File: config.mk
export PLATFORM = sky130hd
export DESIGN_NAME = zi_rename_elim
export DESIGN_NICKNAME = d
export VERILOG_FILES = /design/src/rtl/zi_pkg.sv /design/src/rtl/zi_lane_detect.sv /design/src/rtl/zi_alloc.sv /design/src/rtl/zi_dispatch_reg.sv /design/src/rtl/zi_rename_elim.sv
export SDC_FILE = /design/constraint.sdc
export NUM_CORES = 1
export LEC_CHECK = 0
export BUFFER_PORTS_ARGS = -buffer_cell sky130_fd_sc_hd__buf_2
export CAP_MARGIN = 0
export CORE_ASPECT_RATIO = 1.25
export CORE_MARGIN = 1.5
export CORE_UTILIZATION = 41
export CTS_CLUSTER_DIAMETER = 200
export DETAILED_ROUTE_END_ITERATION = 12
export GPL_ROUTABILITY_DRIVEN = 1
export PLACE_DENSITY = 0.77
export SLEW_MARGIN = 20
export SYNTH_ARGS = -nofsm -noshare
export SYNTH_HDL_FRONTEND = slang
export SYNTH_HIERARCHICAL = 1
export SYNTH_SLANG_ARGS = --single-unit
File: constraint.sdc
create_clock -name clk -period 3.3 [get_ports clk]
set_input_delay 0.495 -clock clk [delete_from_list [all_inputs] [get_ports clk]]
set_output_delay 0.495 -clock clk [all_outputs]
set_load 0.01 [all_outputs]
File: src/rtl/zi_pkg.sv
package zi_pkg;
  localparam int LANES = 2;

  typedef enum logic [1:0] {
    OP_ALU = 2'd0,
    OP_XOR = 2'd1,
    OP_SUB = 2'd2,
    OP_LDI = 2'd3
  } zi_op_e;

  localparam int FLG_Z = 0;
  localparam int FLG_S = 1;
  localparam int FLG_C = 2;
  localparam int FLG_O = 3;
  localparam int FLG_W = 4;
endpackage

File: src/rtl/zi_lane_detect.sv
module zi_lane_detect #(
  parameter int AW = 4
) (
  input  logic [1:0]    op,
  input  logic [AW-1:0] src_a,
  input  logic [AW-1:0] src_b,
  output logic          is_idiom
);
  import zi_pkg::*;

  logic self_pair;
  logic clear_op;

  always_comb begin
    self_pair = (src_a == src_b);
    clear_op  = (op == OP_XOR) || (op == OP_SUB);
    is_idiom  = self_pair && clear_op;
  end
endmodule

File: src/rtl/zi_alloc.sv
module zi_alloc #(
  parameter int PW = 6
) (
  input  logic [1:0]    lane_need,
  input  logic [1:0]    fl_avail,
  input  logic [PW-1:0] fl_preg0,
  input  logic [PW-1:0] fl_preg1,
  output logic          can_take,
  output logic [1:0]    need_cnt,
  output logic [PW-1:0] lane0_preg,
  output logic [PW-1:0] lane1_preg
);
  always_comb begin
    need_cnt   = {1'b0, lane_need[0]} + {1'b0, lane_need[1]};
    can_take   = (need_cnt <= fl_avail);
    lane0_preg = fl_preg0;
    lane1_preg = lane_need[0] ? fl_preg1 : fl_preg0;
  end
endmodule

File: src/rtl/zi_dispatch_reg.sv
module zi_dispatch_reg #(
  parameter int PW = 6
) (
  input  logic          clk,
  input  logic          rst_n,
  input  logic          acc,
  input  logic [PW-1:0] preg_in,
  input  logic          bypass_in,
  output logic          vld_q,
  output logic [PW-1:0] preg_q,
  output logic          bypass_q
);
  logic          vld_d;
  logic [PW-1:0] preg_d;
  logic          bypass_d;

  always_comb begin
    vld_d    = acc;
    preg_d   = preg_q;
    bypass_d = bypass_q;
    if (acc) begin
      preg_d   = preg_in;
      bypass_d = bypass_in;
    end
  end

  always_ff @(posedge clk or negedge rst_n) begin
    if (!rst_n) begin
      vld_q    <= 1'b0;
      preg_q   <= '0;
      bypass_q <= 1'b0;
    end else begin
      vld_q    <= vld_d;
      preg_q   <= preg_d;
      bypass_q <= bypass_d;
    end
  end


  dispatch_follows_accept_chk: assert property (@(posedge clk) disable iff (!rst_n)
    acc |=> (vld_q && preg_q == $past(preg_in) && bypass_q == $past(bypass_in)));


  no_ghost_dispatch_chk: assert property (@(posedge clk) disable iff (!rst_n)
    !acc |=> !vld_q);
endmodule

File: src/rtl/zi_rename_elim.sv
module zi_rename_elim #(
  parameter int ARCH_REGS = 16,
  parameter int PHYS_REGS = 64
) (
  input  logic                                            clk,
  input  logic                                            rst_n,
  input  logic                                            in_valid,
  output logic                                            in_ready,
  input  logic [zi_pkg::LANES-1:0]                        in_lane_vld,
  input  logic [zi_pkg::LANES*2-1:0]                      in_op,
  input  logic [zi_pkg::LANES*$clog2(ARCH_REGS)-1:0]      in_src_a,
  input  logic [zi_pkg::LANES*$clog2(ARCH_REGS)-1:0]      in_src_b,
  input  logic [zi_pkg::LANES*$clog2(ARCH_REGS)-1:0]      in_dst,
  output logic [zi_pkg::LANES-1:0]                        rt_we,
  output logic [zi_pkg::LANES*$clog2(ARCH_REGS)-1:0]      rt_arch,
  output logic [zi_pkg::LANES*$clog2(PHYS_REGS)-1:0]      rt_preg,
  input  logic [1:0]                                      fl_avail,
  input  logic [$clog2(PHYS_REGS)-1:0]                    fl_preg0,
  input  logic [$clog2(PHYS_REGS)-1:0]                    fl_preg1,
  output logic [1:0]                                      fl_pop_cnt,
  output logic                                            flag_we,
  output logic [zi_pkg::FLG_W-1:0]                        flag_val,
  output logic [zi_pkg::LANES-1:0]                        dsp_vld,
  output logic [zi_pkg::LANES*$clog2(PHYS_REGS)-1:0]      dsp_preg,
  output logic [zi_pkg::LANES-1:0]                        dsp_bypass
);
  import zi_pkg::*;

  localparam int AW = $clog2(ARCH_REGS);
  localparam int PW = $clog2(PHYS_REGS);
  localparam int L  = LANES;
  localparam logic [PW-1:0] ZERO_PREG = '0;

  logic [1:0]    rs_q;
  logic          rst_sync_n;
  logic [L-1:0]  idiom;
  logic [L-1:0]  lane_need;
  logic [L-1:0]  acc;
  logic          alloc_ok;
  logic          fire;
  logic [1:0]    need_cnt;
  logic [PW-1:0] alloc_preg [L];
  logic          same_dst;

  always_ff @(posedge clk or negedge rst_n) begin
    if (!rst_n) rs_q <= 2'b00;
    else        rs_q <= {rs_q[0], 1'b1};
  end
  assign rst_sync_n = rs_q[1];

  for (genvar g = 0; g < L; g++) begin : g_lane
    zi_lane_detect #(.AW(AW)) u_det (
      .op       (in_op[g*2 +: 2]),
      .src_a    (in_src_a[g*AW +: AW]),
      .src_b    (in_src_b[g*AW +: AW]),
      .is_idiom (idiom[g])
    );
    assign lane_need[g] = in_lane_vld[g] & ~idiom[g];
    assign acc[g]       = fire & in_lane_vld[g];
    assign rt_arch[g*AW +: AW] = in_dst[g*AW +: AW];
    assign rt_preg[g*PW +: PW] = idiom[g] ? ZERO_PREG : alloc_preg[g];

    zi_dispatch_reg #(.PW(PW)) u_dsp (
      .clk       (clk),
      .rst_n     (rst_sync_n),
      .acc       (acc[g]),
      .preg_in   (rt_preg[g*PW +: PW]),
      .bypass_in (idiom[g]),
      .vld_q     (dsp_vld[g]),
      .preg_q    (dsp_preg[g*PW +: PW]),
      .bypass_q  (dsp_bypass[g])
    );
  end

  zi_alloc #(.PW(PW)) u_alloc (
    .lane_need  (lane_need),
    .fl_avail   (fl_avail),
    .fl_preg0   (fl_preg0),
    .fl_preg1   (fl_preg1),
    .can_take   (alloc_ok),
    .need_cnt   (need_cnt),
    .lane0_preg (alloc_preg[0]),
    .lane1_preg (alloc_preg[1])
  );

  always_comb begin
    in_ready   = rst_sync_n & alloc_ok;
    fire       = in_valid & in_ready;
    same_dst   = (in_dst[0 +: AW] == in_dst[AW +: AW]);
    rt_we[1]   = acc[1];
    rt_we[0]   = acc[0] & ~(acc[1] & same_dst);
    fl_pop_cnt = fire ? need_cnt : 2'd0;
    flag_we    = |(acc & idiom);
    flag_val   = '0;
    if (flag_we) begin
      flag_val[FLG_Z] = 1'b1;
      flag_val[FLG_S] = 1'b0;
      flag_val[FLG_C] = 1'b0;
      flag_val[FLG_O] = 1'b0;
    end
  end


  idiom_maps_zero_chk: assert property (@(posedge clk) disable iff (!rst_sync_n)
    (rt_we[0] && idiom[0]) |-> (rt_preg[0 +: PW] == ZERO_PREG));


  alloc_not_zero_chk: assert property (@(posedge clk) disable iff (!rst_sync_n)
    (rt_we[1] && !idiom[1]) |-> (rt_preg[PW +: PW] != ZERO_PREG));


  no_overpop_chk: assert property (@(posedge clk) disable iff (!rst_sync_n)
    fl_pop_cnt <= fl_avail);


  younger_wins_chk: assert property (@(posedge clk) disable iff (!rst_sync_n)
    (rt_we[0] && rt_we[1]) |-> (rt_arch[0 +: AW] != rt_arch[AW +: AW]));


  stall_quiet_chk: assert property (@(posedge clk) disable iff (!rst_sync_n)
    !in_ready |-> (rt_we == '0 && fl_pop_cnt == 2'd0 && !flag_we));
endmodule

==> metrics.md, run 1 <==
| Metric | Value |
|---|---|
| I/O pin count | `just over 90` |
| Cells after DPL | `222` |
| Status | `complete, no violations` |
| Largest cells by area after synthesis | `dfrtp_1 (35%), mux2_4 (23%), buf_4 (11%), nor2b_1 (7.7%), xor2_1 (6.0%)` |
| Die width | `about 53 um` |
| Setup crit end kind | `primary output` |
| Core area | `between 2000 and 3000 um^2` |
| Max Clk Rate | `336 MHz` |
| Antenna violations before repair | `0` |
| Grt ovf | `0` |
| WL/cell | `~12 um` |
| Max-cap viol count | `0` |
| Maximum vdd ir drop | `around 190 uV` |
| Worst R2R Path Depth | `4` |
| Mapped Avg Cell Area | `~12 um^2` |
| Worst Path Max Fanout | `5` |
| Critical Path RT | `between 2 and 3 ns` |
| Root Buffer | `clkbuf_4` |
| Port Buf Inserts | `89` |
| DRC viols | `0` |
| Final min period | `2.97 ns` |
| Top cell type's share of synthesized area | `34.5%` |
| TritonCTS Buffers | `3` |
| Synthesis-to-finish area growth | `29.5%` |
| Initial DRC count | `7` |
| CTS Sinks | `18` |
| Non-Filler Instances | `226` |
| Crit share post-route | `90.1%` |
| # rows | `22` |
| Count of cell types in the netlist | `19` |
| Critical path arrival | `2.48 ns` |
| Final WL | `between 2 and 3 mm` |
| RePlAce Congestion | `0.764` |
| Die Y | `66.0 um` |
| Final TNS setup | `0 ns` |
| Post-synthesis sequential area ratio | `34.5%` |
| Critical path startpoint category | `primary input` |
| Slew Viols, Final | `0` |
| Pin count of the biggest net entering global routing | `19` |
| H-tree Lvls | `1` |
| Hold Vio Cnt, Final | `0` |
| Reg2reg setup slack | `about 1.3 ns` |
| Layout fillers | `291` |
| Synth warn | `6` |
| Commonest non-fill, non-tap cell in the layout | `buf_2` |
| Worst Tran Pin Value | `0.674 ns` |
| Final setup vio count | `0` |
| Hold Crit Class | `reg2async` |
| Post-detail-place hpwl | `2.44 mm` |
| CTS clock-pin slew for the worst setup and hold paths | `0.09 ns` |
| Gate Count Post-Synth | `113` |
| Vias | `1068` |
| Via count of the first global-routing pass | `991` |
| RSZ-0062 raised after global routing | `no` |
| Initial Utilization | `a little over two fifths` |
| CP Class | `in2out` |
| Clock latency on the worst-skew pair | `0.28 ns` |
| Pre-antenna DRT Iters | `4` |
| Clock Path Buffers | `2` |
| First-pass GRT wire length | `4.11 mm` |
| Most frequent cells in the layout | `buf_2 (89), mux2_4 (20), dfrtp_1 (18)` |
| CTS tree | `done` |
| Post-synth top area cell | `dfrtp_1` |
| Synth Register Bits | `18` |
| Routed vias/inst | `4.73` |
| Leak | `0.950 nW` |
| Pwr Density | `413 nW/um^2` |
| Final clock skew | `0.00558 ns` |
| # diodes | `0` |
| Die Area | `3530 um^2` |
| Antenna Nets Post-Route | `0` |
| Nets | `242` |
| Layout cells sized above 1 | `a little over three fifths` |
| Mapped Area | `between 1000 and 1500 um^2` |
| Overall Global Routing Usage | `15.8%` |
| Max-slew headroom | `55.1%` |
repair_timing:
action                                 in CTS  in global routing
buffers inserted                            0                  0
resized for setup                           0                  1
endpoints found under the hold margin       2                  0
hold buffers                                1                  0
setup endpoints to repair                   0                  3
flip-flops by register name, summed over array words and instances (netlist names):
signal and flops:
g_lane.u_dsp/bypass_q 2, g_lane.u_dsp/preg_q 12, g_lane.u_dsp/vld_q 2, rs_q 2
report_power, final:
| part | switching (W) | total, W | internal, W |
|---|---|---|---|
| Combinational | 0.000124 | 0.000292 | 0.000169 |
| Clock | 0.0000594 | 0.000102 | 0.0000423 |
| Sequential | 0.0000307 | 0.000303 | 0.000272 |
path summary, 6_finish.rpt:
path                             start                   endpoint
max                        in_src_b[1]                   rt_we[0]
min                            rs_q[1]      g_lane[0].u_dsp/vld_q
max reg2reg                    rs_q[1]  g_lane[0].u_dsp/preg_q[1]
min reg2reg                    rs_q[1]      g_lane[0].u_dsp/vld_q
max in group asynchronous      rs_q[1]  g_lane[0].u_dsp/preg_q[1]
min in group clk               rs_q[0]                    rs_q[1]
layer usage:
metal  global-route usage (%)  up-vias  wire, um
met5                        0        -         0
met4                     6.73        0        20
met3                     1.36        2       263
met2                     29.3       63      1470
met1                     17.8      500      1020
li1                         -      503         -
cell usage after synthesis, drive strengths merged:
cell type   n
nor3        3
and2        4
xor2        9
nand3       2
a22oi       1
buf        22
ha          3
nand2       2
dfrtp      18
nor2b      16
and3        1
inv         3
a31oi       1
o21ai       1
xnor2       5
mux2       20
conb        2
metrics by stage:
| step | hold WS, ns | util, % | total power [W] | worst slack [ns] | area, um^2 |
|---|---|---|---|---|---|
| 2_1_floorplan | 0.199 | - | 0.000493 | 0.163 | 1310 |
| 3_3_place_gp | 0.284 | 55.7 | 0.000595 | 0.278 | 1660 |
| 3_5_place_dp | 0.282 | 55.7 | 0.000602 | 0.213 | 1660 |
| 4_1_cts | 0.310 | 56.8 | 0.000707 | 0.239 | 1690 |
| 5_1_grt | 0.354 | 56.8 | 0.000747 | 0.0412 | 1690 |
| 6_report | 0.278 | 56.8 | 0.000697 | 0.326 | 1690 |
layout make-up:
cell class	count	area, um^2	share of cell area [%]
Multi-Input combinational cell	72	673	39.9
Timing Repair Buffer	94	485	28.8
Sequential cell	18	450	26.7
Tap cell	36	45.0	2.67
Clock buffer	3	22.5	1.33
Inverter	3	11.3	0.667
cells by family (layout without fill, tap and decap cells):
kind of cell / count (synthesis) / count (layout) / share of synthesized area [%]
mux: 20 / 20 / 23.0
xor+xnor: 14 / 14 / 9.41
other cells: 2 / 4 / 0.576
fa+ha+maj: 3 / 3 / 2.88
simple gates: 28 / 28 / 13.7
compound gates: 3 / 3 / 1.44
flops: 18 / 18 / 34.5
buf+inv: 25 / 100 / 14.4
critical path, cell delays in order:
cell and delay [ns]:
buf_2 0.10, xnor2_1 0.14, nand3_1 0.11, nor3_2 0.22
nor2b_1 0.09, ha_1 0.21, ha_1 0.28, nor2b_1 0.13
o21ai_1 0.13, and3_4 0.21, nand2_1 0.08, a31oi_1 0.13
buf_2 0.15
(Power assumes the default switching activity.)
==> run 2: changes to the inputs <==
Settings changed: PLACE_DENSITY 0.77 to not set, PLACE_DENSITY_LB_ADDON set to 0.1.
==> run 2 against run 1 <==
Compared with the run above: sequential cell count is the same; combinational power barely moved; power is 0.14% higher; wire length up 5.1%; die area stayed put; critical path depth did not move; setup slack got worse by 0.076 ns; fmax is 2.5% lower; critical path type unchanged.
==> metrics.md, run 2 (same netlist as run 1, synthesis figures left out) <==
| Metric | Value |
|---|---|
| Status | `complete, no violations` |
| WL/cell | `12.8 um (+4.6%)` |
| Max reg flops | `12 (unchanged)` |
| Synthesis-to-finish area growth | `30.0%` |
| Worst-path cell chain | `buf_2 > xnor2_1 > nand3_1 > nor3_2 > nor2b_1 > ha_1 > ha_1 > nor2b_1 > o21ai_0 > and3_4 > nand2_1 > a31oi_1 > buf_2` |
| CP peak stage delay | `0.29 ns (about the same)` |
| Overall Global Routing Usage | `16.2% (+0.39 points)` |
| RePlAce Congestion | `0.741 (-2.9%)` |
| Final setup vio count | `0 (unchanged)` |
| DRC viols | `0 (unchanged)` |
| Final min period | `3.05 ns (+0.0765 ns)` |
| Final WL | `2.91 mm (+5.1%)` |
| Post-place setup slack | `0.198 ns (-0.0150 ns)` |
| Worst Path Max Fanout | `5 (unchanged)` |
| Clock Path Buffers | `2 (unchanged)` |
| Die Area | `3530 um^2 (unchanged)` |
| Reg2reg end | `g_lane[0].u_dsp/preg_q[3]` |
| Hold_ws | `0.200 ns (-0.0781 ns)` |
| Buf+Inv Stages, Crit Path | `2 (unchanged)` |
| TritonCTS Buffers | `3 (unchanged)` |
| Final clock skew | `0.00156 ns (-0.00402 ns)` |
| Worst R2R Path Depth | `5 (+1)` |
| RSZ-0062 raised after global routing | `no` |
| Worst setup margin | `0.249 ns (-0.0765 ns)` |
| Antenna violations before repair | `0 (unchanged)` |
| Via count of the first global-routing pass | `992 (+0.10%)` |
| Commonest non-fill, non-tap cell in the layout | `buf_2` |
| Core area | `2970 um^2 (unchanged)` |
| Grt ovf | `0 (unchanged)` |
| Initial Utilization | `43.9% (unchanged)` |
| Most frequent cells in the layout | `buf_2 (89), mux2_4 (20), dfrtp_1 (18)` |
| Max-cap viol count | `0 (unchanged)` |
| First-pass GRT wire length | `4.17 mm (+1.7%)` |
| H-tree Lvls | `1 (unchanged)` |
| Crit. path cell count | `13 (unchanged)` |
| R2R Path Start | `rs_q[1]` |
| CP Class | `in2out` |
| Antenna Nets Post-Route | `0 (unchanged)` |
| PostCTS Resize Cnt | `0 (unchanged)` |
| Nets | `243 (+0.41%)` |
| CTS Sinks | `18 (unchanged)` |
| Setup bufs post-CTS | `0 (unchanged)` |
| # diodes | `0 (unchanged)` |
| Final TNS setup | `0 ns (unchanged)` |
| Die Y | `66.0 um (unchanged)` |
| Layout cells sized above 1 | `62.8% (+0.20 points)` |
| Pin count of the biggest net entering global routing | `19 (unchanged)` |
| Hold Vio Cnt, Final | `0 (unchanged)` |
| Routed vias/inst | `4.70 (-0.44%)` |
| Initial DRC count | `10 (+3)` |
| Non-Filler Instances | `227 (+0.44%)` |
| Leak | `0.955 nW (+0.50%)` |
| Hold Crit Class | `reg2async` |
| Die width | `53.4 um (unchanged)` |
| # rows | `22 (unchanged)` |
| I/O pin count | `93 (unchanged)` |
| Max Clk Rate | `328 MHz (-2.5%)` |
| Pre-antenna DRT Iters | `4 (unchanged)` |
| Slew Viols, Final | `0 (unchanged)` |
| Setup crit end kind | `primary output` |
| Hold_buf cts | `1 (unchanged)` |
| Largest delay share family, worst path | `simple AND/OR/NAND/NOR gates` |
| Critical path arrival | `2.56 ns (+0.08 ns)` |
| CTS clock-pin slew for the worst setup and hold paths | `0.09 ns (about the same)` |
| Root Buffer | `clkbuf_4` |
| Maximum vdd ir drop | `233 uV (+22%)` |
| Reg2reg setup slack | `1.62 ns (+0.29 ns)` |
| Cells after DPL | `223 (+0.45%)` |
| Slowest cell on crit path | `ha_1` |
| CTS tree | `done` |
| Vias | `1068 (unchanged)` |
| Critical path startpoint category | `primary input` |
| Reg with most FFs | `g_lane.u_dsp/preg_q` |
| Port Buf Inserts | `89 (unchanged)` |
| Critical Path RT | `2.80 ns (about the same)` |
| Pwr Density | `412 nW/um^2 (-0.30%)` |
| Crit share post-route | `92.4% (+2.3 points)` |
| Post-detail-place hpwl | `2.39 mm (-2.4%)` |
| Clock latency on the worst-skew pair | `0.28 ns (about the same)` |
## run 2: cell type report
type	count	area [um^2]
fillers	290	1280
well taps	36	45.0
multi-input cells	72	673
flip-flops and latches	18	450
inverters	3	11.3
clock buffers	3	22.5
repair buffers	95	493
## run 2: worst max-delay path by stage
stage / end / startpoint / slack [ns]
after floorplan: flag_val[0] / in_src_b[1] / 0.16
after global placement: rt_we[0] / in_src_b[1] / 0.25
after detailed placement: g_lane[0].u_dsp/preg_q[0] / in_src_b[1] / 0.20
after CTS: flag_val[0] / in_src_b[1] / 0.21
after global routing: flag_val[0] / in_src_b[1] / 0.03
final: rt_we[0] / in_src_b[1] / 0.25
## run 2: routing by layer
layer	up-vias	wire, um	GRT usage [%]	share of wire, %
met1	499	1100	18.0	38
met4	0	48	8.01	1.6
met3	4	233	2.49	8.0
met5	-	0	0	0
met2	61	1530	29.0	52
li1	504	-	-	-
## run 2: where the power goes
group          leakage (nW)  internal, W  total, W  switching [W]
logic                 0.719     0.000169  0.000293       0.000124
clock network        0.0138    0.0000423  0.000104      0.0000613
registers             0.222     0.000272  0.000301      0.0000287
total                 0.955     0.000484  0.000698       0.000214
## run 2: metrics by stage
| stage | power, W | instance area (um^2) | util, % |
|---|---|---|---|
| 2_1_floorplan | 0.000493 | 1310 | - |
| 3_3_place_gp | 0.000595 | 1660 | 55.9 |
| 3_5_place_dp | 0.000601 | 1660 | 55.9 |
| 4_1_cts | 0.000711 | 1700 | 57.0 |
| 5_1_grt | 0.000749 | 1700 | 57.0 |
| 6_report | 0.000698 | 1700 | 57.0 |
